==> config.mk <==
export PLATFORM = sky130hd
export DESIGN_NAME = dual_mode_reg_if
export DESIGN_NICKNAME = d
export VERILOG_FILES = /design/src/rtl/rif_pkg.sv /design/src/rtl/rif_pin_sync.sv /design/src/rtl/rif_ser_ctrl.sv /design/src/rtl/rif_par_ctrl.sv /design/src/rtl/dual_mode_reg_if.sv
export SDC_FILE = /design/constraint.sdc
export NUM_CORES = 1
export LEC_CHECK = 0
export ABC_AREA = 1
export ABC_CLOCK_PERIOD_IN_PS = 2100
export BUFFER_PORTS_ARGS = -buffer_cell sky130_fd_sc_hd__buf_4
export CAP_MARGIN = 25
export CORE_MARGIN = 2
export CORE_UTILIZATION = 43
export CTS_CLUSTER_DIAMETER = 30
export DETAILED_ROUTE_END_ITERATION = 10
export PLACE_DENSITY = 0.61
export SLEW_MARGIN = 20
export SYNTH_ARGS = -nofsm -noshare
export SYNTH_HDL_FRONTEND = slang
export SYNTH_SLANG_ARGS = --single-unit
==> constraint.sdc <==
create_clock -name clk_i -period 2.1 [get_ports clk_i]
set_clock_uncertainty 0.15 [all_clocks]
set_input_delay 0.42 -clock clk_i [delete_from_list [all_inputs] [get_ports clk_i]]
set_output_delay 0.42 -clock clk_i [all_outputs]
set_load 0.05 [all_outputs]
==> src/rtl/rif_pkg.sv <==
package rif_pkg;
  localparam int RIF_ADDR_W = 6;
  localparam int RIF_DATA_W = 8;
  localparam int PIN_CS = 0;
  localparam int PIN_CK = 1;
  localparam int PIN_DI = 2;
  localparam int PIN_N  = 3;

  typedef enum logic {
    MODE_SER = 1'b0,
    MODE_PAR = 1'b1
  } if_mode_e;
endpackage

==> src/rtl/rif_pin_sync.sv <==
module rif_pin_sync #(
  parameter int             W       = 3,
  parameter int             STAGES  = 2,
  parameter logic [W-1:0]   RST_VAL = '0
) (
  input  logic         clk_i,
  input  logic         rst_ni,
  input  logic [W-1:0] d_i,
  output logic [W-1:0] q_o
);
  logic [W-1:0] stage_q [STAGES];

  for (genvar s = 0; s < STAGES; s++) begin : g_stage
    always_ff @(posedge clk_i or negedge rst_ni) begin
      if (!rst_ni) stage_q[s] <= RST_VAL;
      else if (s == 0) stage_q[s] <= d_i;
      else stage_q[s] <= stage_q[(s == 0) ? 0 : s-1];
    end
  end

  assign q_o = stage_q[STAGES-1];
endmodule

==> src/rtl/rif_ser_ctrl.sv <==
module rif_ser_ctrl #(
  parameter int ADDR_W = 6,
  parameter int DATA_W = 8
) (
  input  logic              clk_i,
  input  logic              rst_ni,
  input  logic              en_i,
  input  logic              cs_rise_i,
  input  logic              ck_rise_i,
  input  logic              sdi_i,
  input  logic              ld_i,
  input  logic [DATA_W-1:0] rdata_i,
  output logic              cmd_we_o,
  output logic              cmd_re_o,
  output logic [ADDR_W-1:0] cmd_addr_o,
  output logic [DATA_W-1:0] cmd_wdata_o,
  output logic              sdo_o,
  output logic              busy_o
);
  localparam int FRAME_W = ADDR_W + DATA_W + 2;
  localparam int CNT_W   = $clog2(FRAME_W + 2);
  localparam int OB_W    = $clog2(DATA_W);

  logic [FRAME_W-1:0] shin_q;
  logic [CNT_W-1:0]   cnt_q;
  logic [DATA_W-1:0]  shout_q;
  logic [OB_W-1:0]    obit_q;
  logic               rd_act_q;
  logic               frame_ok;
  logic               frame_rd;

  assign frame_rd    = shin_q[FRAME_W-1];
  assign frame_ok    = en_i && cs_rise_i && (cnt_q == CNT_W'(FRAME_W));
  assign cmd_we_o    = frame_ok && !frame_rd;
  assign cmd_re_o    = frame_ok && frame_rd;
  assign cmd_addr_o  = shin_q[FRAME_W-2 -: ADDR_W];
  assign cmd_wdata_o = shin_q[DATA_W-1:0];
  assign sdo_o       = rd_act_q && shout_q[DATA_W-1];
  assign busy_o      = rd_act_q;

  always_ff @(posedge clk_i or negedge rst_ni) begin
    if (!rst_ni) begin
      shin_q   <= '0;
      cnt_q    <= '0;
      shout_q  <= '0;
      obit_q   <= '0;
      rd_act_q <= 1'b0;
    end else if (!en_i) begin
      shin_q   <= '0;
      cnt_q    <= '0;
      shout_q  <= '0;
      obit_q   <= '0;
      rd_act_q <= 1'b0;
    end else begin
      if (cs_rise_i) begin
        cnt_q    <= '0;
        obit_q   <= '0;
        rd_act_q <= frame_ok && frame_rd;
      end else if (ck_rise_i) begin
        if (rd_act_q) begin
          shout_q <= {shout_q[DATA_W-2:0], 1'b0};
          obit_q  <= obit_q + 1'b1;
          if (obit_q == OB_W'(DATA_W-1)) rd_act_q <= 1'b0;
        end else begin
          shin_q <= {shin_q[FRAME_W-2:0], sdi_i};
          // saturate one past a full frame so over-long frames are rejected
          if (cnt_q != CNT_W'(FRAME_W+1)) cnt_q <= cnt_q + 1'b1;
        end
      end
      if (ld_i) shout_q <= rdata_i;
    end
  end
endmodule

==> src/rtl/rif_par_ctrl.sv <==
module rif_par_ctrl #(
  parameter int ADDR_W = 6,
  parameter int DATA_W = 8
) (
  input  logic              clk_i,
  input  logic              rst_ni,
  input  logic              en_i,
  input  logic              stb_fall_i,
  input  logic              stb_low_i,
  input  logic              rnw_i,
  input  logic              dna_i,
  input  logic [DATA_W-1:0] bus_i,
  output logic              cmd_we_o,
  output logic              cmd_re_o,
  output logic [ADDR_W-1:0] cmd_addr_o,
  output logic [DATA_W-1:0] cmd_wdata_o,
  output logic              drive_o
);
  logic [ADDR_W-1:0] addr_q;
  logic              act;

  assign act         = en_i && stb_fall_i;
  assign cmd_we_o    = act && !rnw_i && dna_i;
  assign cmd_re_o    = act && rnw_i;
  assign cmd_addr_o  = addr_q;
  assign cmd_wdata_o = bus_i;
  assign drive_o     = en_i && stb_low_i && rnw_i;

  always_ff @(posedge clk_i or negedge rst_ni) begin
    if (!rst_ni) addr_q <= '0;
    else if (act && !rnw_i && !dna_i) addr_q <= bus_i[ADDR_W-1:0];
  end
endmodule

==> src/rtl/dual_mode_reg_if.sv <==
module dual_mode_reg_if
  import rif_pkg::*;
#(
  parameter int SYNC_STAGES = 2,
  parameter int ADDR_W      = RIF_ADDR_W,
  parameter int DATA_W      = RIF_DATA_W
) (
  input  logic              clk_i,
  input  logic              rst_ni,
  input  logic              sen_stb_i,
  input  logic              sck_rnw_i,
  input  logic              sdi_dna_i,
  input  logic              oe_ni,
  input  logic [DATA_W-1:0] bus_i,
  output logic [DATA_W-1:0] bus_o,
  output logic              bus_oe_o,
  output logic              sdo_o,
  output logic              sdo_oe_o,
  output logic              reg_we_o,
  output logic              reg_re_o,
  output logic [ADDR_W-1:0] reg_addr_o,
  output logic [DATA_W-1:0] reg_wdata_o,
  input  logic [DATA_W-1:0] reg_rdata_i
);
  localparam logic [PIN_N-1:0] PIN_RST = PIN_N'(1) << PIN_CS;

  logic [PIN_N-1:0] pin_raw, pin_s;
  logic cs_prev_q, ck_prev_q;
  logic cs_rise, cs_fall, ck_rise;
  logic mode_vld_q;
  if_mode_e mode_q;
  logic ser_en, par_en;

  logic              s_we, s_re, s_sdo, s_busy;
  logic [ADDR_W-1:0] s_addr;
  logic [DATA_W-1:0] s_wdata;
  logic              p_we, p_re, p_drive;
  logic [ADDR_W-1:0] p_addr;
  logic [DATA_W-1:0] p_wdata;

  logic              we_q, re_q;
  logic [ADDR_W-1:0] addr_q;
  logic [DATA_W-1:0] wdata_q, rd_q;

  always_comb begin
    pin_raw         = '0;
    pin_raw[PIN_CS] = sen_stb_i;
    pin_raw[PIN_CK] = sck_rnw_i;
    pin_raw[PIN_DI] = sdi_dna_i;
  end

  rif_pin_sync #(.W(PIN_N), .STAGES(SYNC_STAGES), .RST_VAL(PIN_RST)) u_sync (
    .clk_i (clk_i),
    .rst_ni(rst_ni),
    .d_i   (pin_raw),
    .q_o   (pin_s)
  );

  always_ff @(posedge clk_i or negedge rst_ni) begin
    if (!rst_ni) begin
      cs_prev_q <= 1'b1;
      ck_prev_q <= 1'b0;
    end else begin
      cs_prev_q <= pin_s[PIN_CS];
      ck_prev_q <= pin_s[PIN_CK];
    end
  end

  assign cs_rise = pin_s[PIN_CS] && !cs_prev_q;
  assign cs_fall = !pin_s[PIN_CS] && cs_prev_q;
  assign ck_rise = pin_s[PIN_CK] && !ck_prev_q;

  // interface type: raw pin level at the first edge after reset release
  always_ff @(posedge clk_i or negedge rst_ni) begin
    if (!rst_ni) begin
      mode_vld_q <= 1'b0;
      mode_q     <= MODE_SER;
    end else if (!mode_vld_q) begin
      mode_vld_q <= 1'b1;
      mode_q     <= if_mode_e'(sen_stb_i);
    end
  end

  assign ser_en = mode_vld_q && (mode_q == MODE_SER);
  assign par_en = mode_vld_q && (mode_q == MODE_PAR);

  rif_ser_ctrl #(.ADDR_W(ADDR_W), .DATA_W(DATA_W)) u_ser (
    .clk_i      (clk_i),
    .rst_ni     (rst_ni),
    .en_i       (ser_en),
    .cs_rise_i  (cs_rise),
    .ck_rise_i  (ck_rise),
    .sdi_i      (pin_s[PIN_DI]),
    .ld_i       (re_q),
    .rdata_i    (reg_rdata_i),
    .cmd_we_o   (s_we),
    .cmd_re_o   (s_re),
    .cmd_addr_o (s_addr),
    .cmd_wdata_o(s_wdata),
    .sdo_o      (s_sdo),
    .busy_o     (s_busy)
  );

  rif_par_ctrl #(.ADDR_W(ADDR_W), .DATA_W(DATA_W)) u_par (
    .clk_i      (clk_i),
    .rst_ni     (rst_ni),
    .en_i       (par_en),
    .stb_fall_i (cs_fall),
    .stb_low_i  (!pin_s[PIN_CS]),
    .rnw_i      (pin_s[PIN_CK]),
    .dna_i      (pin_s[PIN_DI]),
    .bus_i      (bus_i),
    .cmd_we_o   (p_we),
    .cmd_re_o   (p_re),
    .cmd_addr_o (p_addr),
    .cmd_wdata_o(p_wdata),
    .drive_o    (p_drive)
  );

  always_ff @(posedge clk_i or negedge rst_ni) begin
    if (!rst_ni) begin
      we_q    <= 1'b0;
      re_q    <= 1'b0;
      addr_q  <= '0;
      wdata_q <= '0;
      rd_q    <= '0;
    end else begin
      we_q <= s_we || p_we;
      re_q <= s_re || p_re;
      if (s_we || s_re)      addr_q <= s_addr;
      else if (p_we || p_re) addr_q <= p_addr;
      if (s_we)      wdata_q <= s_wdata;
      else if (p_we) wdata_q <= p_wdata;
      if (re_q) rd_q <= reg_rdata_i;
    end
  end

  assign reg_we_o    = we_q;
  assign reg_re_o    = re_q;
  assign reg_addr_o  = addr_q;
  assign reg_wdata_o = wdata_q;
  assign bus_o       = rd_q;
  assign bus_oe_o    = p_drive && !oe_ni;
  assign sdo_o       = s_sdo;
  assign sdo_oe_o    = s_busy && !oe_ni;
endmodule

==> impl_metrics.xml, run 1 <==
<?xml version="1.0" encoding="UTF-8"?>
<metrics>
  <group name="critical_path">
    <metric name="worstPathArrival" unit="ns">1.36</metric>
    <metric name="required" unit="ns">1.53</metric>
    <metric name="critPathMaxStageDelay" unit="ns">0.40</metric>
    <metric name="cp-start-kind" unit="">register</metric>
    <metric name="cp_cell_sequence" unit="">nand2_1, nor2_2, nand2_1, nor2_1, buf_4</metric>
    <metric name="critical_path_class" unit="">register to output pin</metric>
    <metric name="crit_path_end_kind" unit="">output pin</metric>
    <metric name="path_common_cell" unit="">sky130_fd_sc_hd__nand2_1</metric>
    <metric name="critical-path-slowest-cell" unit="">sky130_fd_sc_hd__dfrtp_1</metric>
    <metric name="crit_fanout" unit="">4</metric>
    <metric name="crit_buf_inv" unit="">1</metric>
    <metric name="cell_family_with_the_largest_share_of_critical_path_delay" unit="">simple AND/OR/NAND/NOR gates</metric>
  </group>
  <group name="clock_network">
    <metric name="insertion_delay" unit="ns">0.34</metric>
    <metric name="post_cts_resize_count" unit="">0</metric>
    <metric name="clockBufferDepth" unit="">2</metric>
    <metric name="cts_tree" unit="">yes</metric>
    <metric name="htreeDepth" unit="">3</metric>
    <metric name="clkSinkCount" unit="">73</metric>
    <metric name="clk_transition_reported_paths" unit="ns">0.07</metric>
    <metric name="cts-buffers-inserted" unit="">9</metric>
    <metric name="cts-root-buf" unit="">sky130_fd_sc_hd__clkbuf_8</metric>
  </group>
  <group name="synth">
    <metric name="yosysMostFrequentCell" unit="">sky130_fd_sc_hd__nand2_1</metric>
    <metric name="yosys-top-cells-count" unit="">sky130_fd_sc_hd__nand2_1, sky130_fd_sc_hd__dfrtp_1, sky130_fd_sc_hd__nand3_1</metric>
    <metric name="synth_seq_cells" unit="">73</metric>
    <metric name="synth_area_leaders" unit="">sky130_fd_sc_hd__dfrtp_1, sky130_fd_sc_hd__nand2_1, sky130_fd_sc_hd__nand3_1, sky130_fd_sc_hd__inv_1, sky130_fd_sc_hd__o21ai_0</metric>
    <metric name="dominant_cell_type_by_area_after_synthesis" unit="">sky130_fd_sc_hd__dfrtp_1</metric>
    <metric name="postSynthAreaPerCell" unit="µm²">8.63</metric>
    <metric name="async_reset_ff_share" unit="%">100</metric>
    <metric name="ys_dominant_reg_cell" unit="">sky130_fd_sc_hd__dfrtp_1</metric>
    <metric name="syn-instance-count" unit="">377</metric>
    <metric name="netlist.area_leader.share" unit="%">53.8</metric>
    <metric name="ys_warn_count" unit="">0</metric>
    <metric name="post_synth_instance_area" unit="µm²">3250</metric>
    <metric name="synth_edf_count" unit="">0</metric>
    <metric name="synth.lib_cells_used.distinct" unit="">29</metric>
    <metric name="synth-seq-area-share" unit="%">56.2</metric>
    <metric name="net_count_synth" unit="">404</metric>
  </group>
  <group name="detailed_routing">
    <metric name="drt.antenna.violating_nets" unit="">0</metric>
    <metric name="firstDrtPassIters" unit="">4</metric>
    <metric name="vias_per_std_cell" unit="">4.85</metric>
    <metric name="routed-via-count" unit="">2592</metric>
    <metric name="dr.first_iter.drc_count" unit="">164</metric>
    <metric name="aggregate_routed_wire_length" unit="mm">6.67</metric>
    <metric name="detail_route.drc_violations" unit="">0</metric>
    <metric name="post_drt_wl_per_cell" unit="µm">12.5</metric>
  </group>
  <group name="pwr">
    <metric name="cellPowerDensity" unit="nW/µm²">889</metric>
    <metric name="portion_of_total_power_attributed_to_the_clock_network" unit="%">26.1</metric>
    <metric name="share_seq_of_total_power" unit="%">47.9</metric>
    <metric name="switching_share" unit="%">34.6</metric>
    <metric name="combinationalPowerShare" unit="%">25.9</metric>
    <metric name="net-switching-power" unit="mW">1.20</metric>
    <metric name="internal_power" unit="mW">2.26</metric>
    <metric name="worst_ir_drop_vdd" unit="V">0.000427</metric>
    <metric name="static-leakage-power" unit="nW">1.99</metric>
  </group>
  <group name="status">
    <metric name="outcome" unit="">finished clean</metric>
  </group>
  <group name="floorplan">
    <metric name="rows" unit="">31</metric>
    <metric name="die_area" unit="µm²">8280</metric>
    <metric name="die-height" unit="µm">91.0</metric>
    <metric name="design.portCount" unit="">49</metric>
    <metric name="core" unit="µm²">7290</metric>
    <metric name="dieWidth" unit="µm">91.0</metric>
    <metric name="floorplan.initialDensity" unit="%">44.6</metric>
  </group>
  <group name="placement">
    <metric name="globalplace.congestion" unit="">0.831</metric>
    <metric name="place_hpwl" unit="mm">4.82</metric>
    <metric name="port_buffers" unit="">48</metric>
    <metric name="dpl.cell_count" unit="">517</metric>
  </group>
  <group name="cells_and_area">
    <metric name="antenna_cells" unit="">0</metric>
    <metric name="finish.cell_count_without_fillers" unit="">534</metric>
    <metric name="final_layout_size_suffix_gt1_share" unit="%">20.0</metric>
    <metric name="design.final.nets" unit="">457</metric>
    <metric name="flow.area_growth_from_synthesis" unit="%">19.6</metric>
  </group>
  <group name="timing">
    <metric name="post-route-period-util" unit="%">92.1</metric>
    <metric name="finalHoldWorstSlack" unit="ns">0.0412</metric>
    <metric name="count_of_final_hold_check_violations" unit="">0</metric>
    <metric name="timing.max_slew.rel_slack" unit="%">59.1</metric>
    <metric name="setup_viol" unit="">0</metric>
    <metric name="layout_min_cycle_time" unit="ns">1.93</metric>
    <metric name="setup_total_negative_slack" unit="ns">0</metric>
    <metric name="slew_violations" unit="">0</metric>
    <metric name="maxClockFrequency" unit="GHz">0.517</metric>
    <metric name="rsz0062_at_grt" unit="">no</metric>
    <metric name="worstMarginPinSlew" unit="ns">0.611</metric>
  </group>
  <group name="global_route">
    <metric name="grt_start_max_net_pins" unit="">33</metric>
    <metric name="grt_overflow_total" unit="">0</metric>
    <metric name="first_pass_grt_wire_length" unit="mm">12.0</metric>
    <metric name="globalRouteTotalUtil" unit="%">17.9</metric>
    <metric name="antenna_found_initial" unit="">0</metric>
    <metric name="first_global_vias" unit="">2569</metric>
  </group>
  <group name="worst_hold_path">
    <metric name="hold_path.class" unit="">input pin to register</metric>
  </group>
  <group name="run">
    <metric name="max-cap-violations" unit="">0</metric>
  </group>
</metrics>
## routing by layer
layer  up-vias  share of wire [%]  routed length [µm]  track usage, %
met5         -                  0                   0               0
met4         0               0.90                  60            5.05
met3         4                4.0                 266            5.31
met2        48                 48                3180            29.2
met1      1225                 47                3160            23.4
li1       1315                  -                   -               -
## cell type report
cell class / instances / area, µm²
sequential: 73 / 1830
fill: 710 / 3400
clock buffer: 12 / 135
timing repair buffer: 53 / 413
multi-input combinational: 256 / 1230
tap: 99 / 124
inverter: 37 / 139
clock inverter: 4 / 22.5
## power groups by stage
stage / clock, mW / combinational (mW) / sequential [mW]
after CTS: 0.937 / 0.906 / 1.66
final: 0.904 / 0.897 / 1.66
after detailed placement: 0 / 0.904 / 1.69
after floorplan: 0 / 0.206 / 2.07
after global placement: 0 / 0.900 / 1.68
after global routing: 1.00 / 0.967 / 1.68
## sequential cells by signal, summed over array words and instances (netlist names)
| name | count |
|---|---|
| cs_prev_q | 1 |
| reg_addr_o | 6 |
| reg_re_o | 1 |
| u_par.cmd_addr_o | 6 |
| u_ser.cnt_q | 5 |
| u_ser.shout_q | 8 |
| ck_prev_q | 1 |
| u_ser.obit_q | 3 |
| u_ser.shin_q | 16 |
| u_ser.busy_o | 1 |
| mode_q | 1 |
| bus_o | 8 |
| reg_wdata_o | 8 |
| reg_we_o | 1 |
| u_sync.q_o | 3 |
| mode_vld_q | 1 |
| u_sync.stage_q | 3 |
## cell usage in the layout (no fill, tap or decap), drive strengths merged
cell type / count
buf: 52
conb: 1
a21oi: 3
o22ai: 1
clkinv: 4
nand3: 53
xor2: 2
o21ai: 32
clkbuf: 12
nand3b: 1
clkinvlp: 1
dlygate4sd3: 1
dfrtp: 70
dfstp: 3
ha: 5
inv: 36
o211ai: 1
nor2: 26
nand4: 6
nand2: 125
## metrics by stage
step                      util, %  power (mW)  cell area [µm²]  setup WS, ns
after global placement       51.1        2.58             3720         0.309
final                        53.4        3.46             3890         0.167
after detailed placement     51.1        2.59             3720         0.287
after global routing         53.4        3.65             3890        0.0584
after floorplan                 -        2.28             3250         0.262
after CTS                    53.4        3.50             3890         0.137
## what timing repair did
item,CTS,global route
buffers inserted,0,0
hold buffers,1,0
endpoints found under the hold margin,27,0
setup endpoints to repair,0,0
## worst paths after layout
path | from | to | slack (ns) | cells after the start
min reg2reg | u_sync.stage_q[5] | u_sync.q_o[2] | 0.20 | 0
min | sck_rnw_i | u_sync.stage_q[4] | 0.04 | 1
max | mode_vld_q | bus_oe_o | 0.17 | 5
min in group asynchronous | rst_ni | u_ser.shout_q[0] | 0.43 | 2
max in group asynchronous | rst_ni | u_par.cmd_addr_o[1] | 0.81 | 3
max reg2reg | u_ser.cnt_q[0] | reg_wdata_o[6] | 0.26 | 8
## cells by family after synthesis
family	count (synthesis)	share of synthesized area, %
fa+ha+maj	5	1.92
flops	73	56.2
simple gates	211	29.3
xor+xnor	2	0.538
other cells	1	0.115
compound gates	37	5.92
buf+inv	48	6.00
No activity file was read; power rests on OpenSTA's default activity.
==> run 2, diff against run 1 <==
- RECOVER_POWER: unset -> 25
==> run 2 against run 1 <==
Register-to-register slack is essentially flat. Via count is essentially flat. Clock power is essentially flat. Cell count is the same. Combinational power is essentially flat. Clock-buffer cell count is the same. Critical path depth is the same. First-iteration DRC count is the same. Cell area is essentially flat. Largest cell class unchanged. Fmax is essentially flat. Setup slack is essentially flat. Non-clock buffer count is the same.
==> impl_metrics.xml, run 2 (synthesis gave the netlist of run 1 again) <==
<?xml version="1.0" encoding="UTF-8"?>
<metrics>
  <group name="floorplan">
    <metric name="die-height" unit="µm">91.0</metric>
    <metric name="die_area" unit="µm²">8280</metric>
    <metric name="floorplan.initialDensity" unit="%">44.6</metric>
    <metric name="design.portCount" unit="">49</metric>
    <metric name="core" unit="µm²">7290</metric>
    <metric name="rows" unit="">31</metric>
    <metric name="dieWidth" unit="µm">91.0</metric>
  </group>
  <group name="detailed_routing">
    <metric name="dr.first_iter.drc_count" unit="">164</metric>
    <metric name="firstDrtPassIters" unit="">4</metric>
    <metric name="post_drt_wl_per_cell" unit="µm">12.5</metric>
    <metric name="aggregate_routed_wire_length" unit="mm">6.66</metric>
    <metric name="vias_per_std_cell" unit="">4.85</metric>
    <metric name="drt.antenna.violating_nets" unit="">0</metric>
    <metric name="detail_route.drc_violations" unit="">0</metric>
    <metric name="routed-via-count" unit="">2590</metric>
  </group>
  <group name="critical_path">
    <metric name="r2r-end" unit="">reg_wdata_o[6]</metric>
    <metric name="critical_path_class" unit="">register to output pin</metric>
    <metric name="critical_path.reg2reg.startpoint" unit="">u_ser.cnt_q[0]</metric>
    <metric name="required" unit="ns">1.53</metric>
    <metric name="crit_path_end_kind" unit="">output pin</metric>
    <metric name="reg2regPathDepth" unit="">8</metric>
    <metric name="cp_cell_sequence" unit="">nand2_1, nor2_2, nand2_1, nor2_1, buf_4</metric>
    <metric name="worstPathArrival" unit="ns">1.36</metric>
    <metric name="path_common_cell" unit="">sky130_fd_sc_hd__nand2_1</metric>
    <metric name="rrSetupSlack" unit="ns">0.26</metric>
    <metric name="critical-path-slowest-cell" unit="">sky130_fd_sc_hd__dfrtp_1</metric>
    <metric name="crit_fanout" unit="">4</metric>
    <metric name="cp-start-kind" unit="">register</metric>
    <metric name="critPathMaxStageDelay" unit="ns">0.40</metric>
  </group>
  <group name="global_route">
    <metric name="first_global_vias" unit="">2569</metric>
    <metric name="antenna_found_initial" unit="">0</metric>
    <metric name="first_pass_grt_wire_length" unit="mm">12.0</metric>
    <metric name="grt_start_max_net_pins" unit="">33</metric>
    <metric name="globalRouteTotalUtil" unit="%">17.9</metric>
    <metric name="grt_overflow_total" unit="">0</metric>
  </group>
  <group name="timing">
    <metric name="worstMarginPinSlew" unit="ns">0.839</metric>
    <metric name="count_of_final_hold_check_violations" unit="">0</metric>
    <metric name="post-route-period-util" unit="%">92.0</metric>
    <metric name="setup_total_negative_slack" unit="ns">0</metric>
    <metric name="slew_violations" unit="">0</metric>
    <metric name="setup_viol" unit="">0</metric>
    <metric name="timing.max_slew.rel_slack" unit="%">44.1</metric>
    <metric name="layout_min_cycle_time" unit="ns">1.93</metric>
    <metric name="maxClockFrequency" unit="GHz">0.517</metric>
    <metric name="rsz0062_at_grt" unit="">no</metric>
  </group>
  <group name="cells_and_area">
    <metric name="antenna_cells" unit="">0</metric>
    <metric name="finish.cell_count_without_fillers" unit="">534</metric>
    <metric name="flow.area_growth_from_synthesis" unit="%">19.5</metric>
    <metric name="most_common_cell_after_layout_fill_and_taps_aside" unit="">sky130_fd_sc_hd__nand2_1</metric>
    <metric name="final_layout_size_suffix_gt1_share" unit="%">19.8</metric>
    <metric name="largest_register_ff_count" unit="">16</metric>
    <metric name="top_register" unit="">u_ser.shin_q</metric>
    <metric name="mostFrequentLayoutCells" unit="">sky130_fd_sc_hd__nand2_1, sky130_fd_sc_hd__dfrtp_1, sky130_fd_sc_hd__nand3_1</metric>
    <metric name="design.final.nets" unit="">457</metric>
    <metric name="layout.cell_area.non_filler" unit="µm²">3890</metric>
  </group>
  <group name="clock_network">
    <metric name="cts_setup_buffers" unit="">0</metric>
    <metric name="clk_transition_reported_paths" unit="ns">0.07</metric>
    <metric name="insertion_delay" unit="ns">0.34</metric>
    <metric name="clockBufferDepth" unit="">2</metric>
    <metric name="cts-buffers-inserted" unit="">9</metric>
    <metric name="cts_tree" unit="">yes</metric>
    <metric name="clkSinkCount" unit="">73</metric>
    <metric name="cts-root-buf" unit="">sky130_fd_sc_hd__clkbuf_8</metric>
    <metric name="htreeDepth" unit="">3</metric>
  </group>
  <group name="pwr">
    <metric name="cellPowerDensity" unit="nW/µm²">888</metric>
    <metric name="worst_ir_drop_vdd" unit="V">0.000427</metric>
    <metric name="static-leakage-power" unit="nW">1.99</metric>
  </group>
  <group name="placement">
    <metric name="port_buffers" unit="">48</metric>
    <metric name="dpl.cell_count" unit="">517</metric>
    <metric name="place_hpwl" unit="mm">4.82</metric>
    <metric name="globalplace.congestion" unit="">0.831</metric>
    <metric name="dpl_cell_area" unit="µm²">3720</metric>
  </group>
  <group name="worst_hold_path">
    <metric name="min_to" unit="">u_sync.stage_q[3]</metric>
    <metric name="timing.hold.worst.start" unit="">sen_stb_i</metric>
    <metric name="hold-path-cell-count" unit="">1</metric>
    <metric name="hold_path.class" unit="">input pin to register</metric>
  </group>
  <group name="run">
    <metric name="max-cap-violations" unit="">0</metric>
  </group>
  <group name="status">
    <metric name="outcome" unit="">finished clean</metric>
  </group>
</metrics>
## run 2: changes by cell type in the layout (fill, tap and decap cells not counted)
cell                       before  now
sky130_fd_sc_hd__buf_4         51   47
sky130_fd_sc_hd__dfstp_2        3    2
sky130_fd_sc_hd__clkbuf_2       0    1
sky130_fd_sc_hd__clkbuf_4       0    3
sky130_fd_sc_hd__dfstp_1        0    1
## run 2: layer usage
| metal | wire length, µm | global-route usage, % | share of wire, % | vias up |
|---|---|---|---|---|
| met4 | 60 | 5.05 | 0.90 | 0 |
| met5 | 0 | 0 | 0 | - |
| met3 | 270 | 5.31 | 4.1 | 4 |
| li1 | - | - | - | 1315 |
| met2 | 3180 | 29.2 | 48 | 50 |
| met1 | 3150 | 23.4 | 47 | 1221 |
## run 2: how the worst max path moves through the flow
stage / start / to / slack, ns / cells past startpoint
finish: mode_vld_q / bus_oe_o / 0.17 / 5
global route: mode_vld_q / bus_oe_o / 0.06 / 5
CTS: mode_vld_q / bus_oe_o / 0.14 / 5
detailed placement: u_ser.cnt_q[0] / reg_wdata_o[6] / 0.29 / 8
global placement: cs_prev_q / u_ser.shout_q[3] / 0.31 / 6
floorplan: mode_vld_q / bus_oe_o / 0.26 / 4
## run 2: final cells by class
| type | instances | area, µm² |
|---|---|---|
| fill | 711 | 3400 |
| tap | 99 | 124 |
| timing repair buffer | 53 | 410 |
| clock buffer | 12 | 135 |
| sequential | 73 | 1830 |
| clock inverter | 4 | 22.5 |
| inverter | 37 | 139 |
| multi-input combinational | 256 | 1230 |
## run 2: critical path: cells and delay by family (launching register included)
kind / cells / cell delay [ns]
flops: 1 / 0.40
simple gates: 4 / 0.43
buf+inv: 1 / 0.20
## run 2: where the power goes
part           leakage [nW]  internal [mW]  total [mW]  switching (mW)
logic                 0.978          0.270       0.896           0.626
clock network        0.0801          0.424       0.903           0.479
registers             0.928           1.57        1.66          0.0915
total                  1.99           2.26        3.46            1.20
## run 2: timing repair
item / in CTS / in global routing
hold endpoints to repair: 27 / 0
hold buffers: 1 / 0
resized for setup: 0 / 0
endpoints found under the setup margin: 0 / 0
## run 2: per-stage QoR
stage	util (%)	hold WS, ns	total power, mW	setup WS [ns]
floorplan	-	-0.0256	2.28	0.262
global placement	51.1	0.184	2.58	0.309
detailed placement	51.1	0.193	2.59	0.287
CTS	53.4	0.0259	3.50	0.137
global route	53.3	0.0300	3.64	0.0584
finish	53.3	0.0536	3.46	0.167
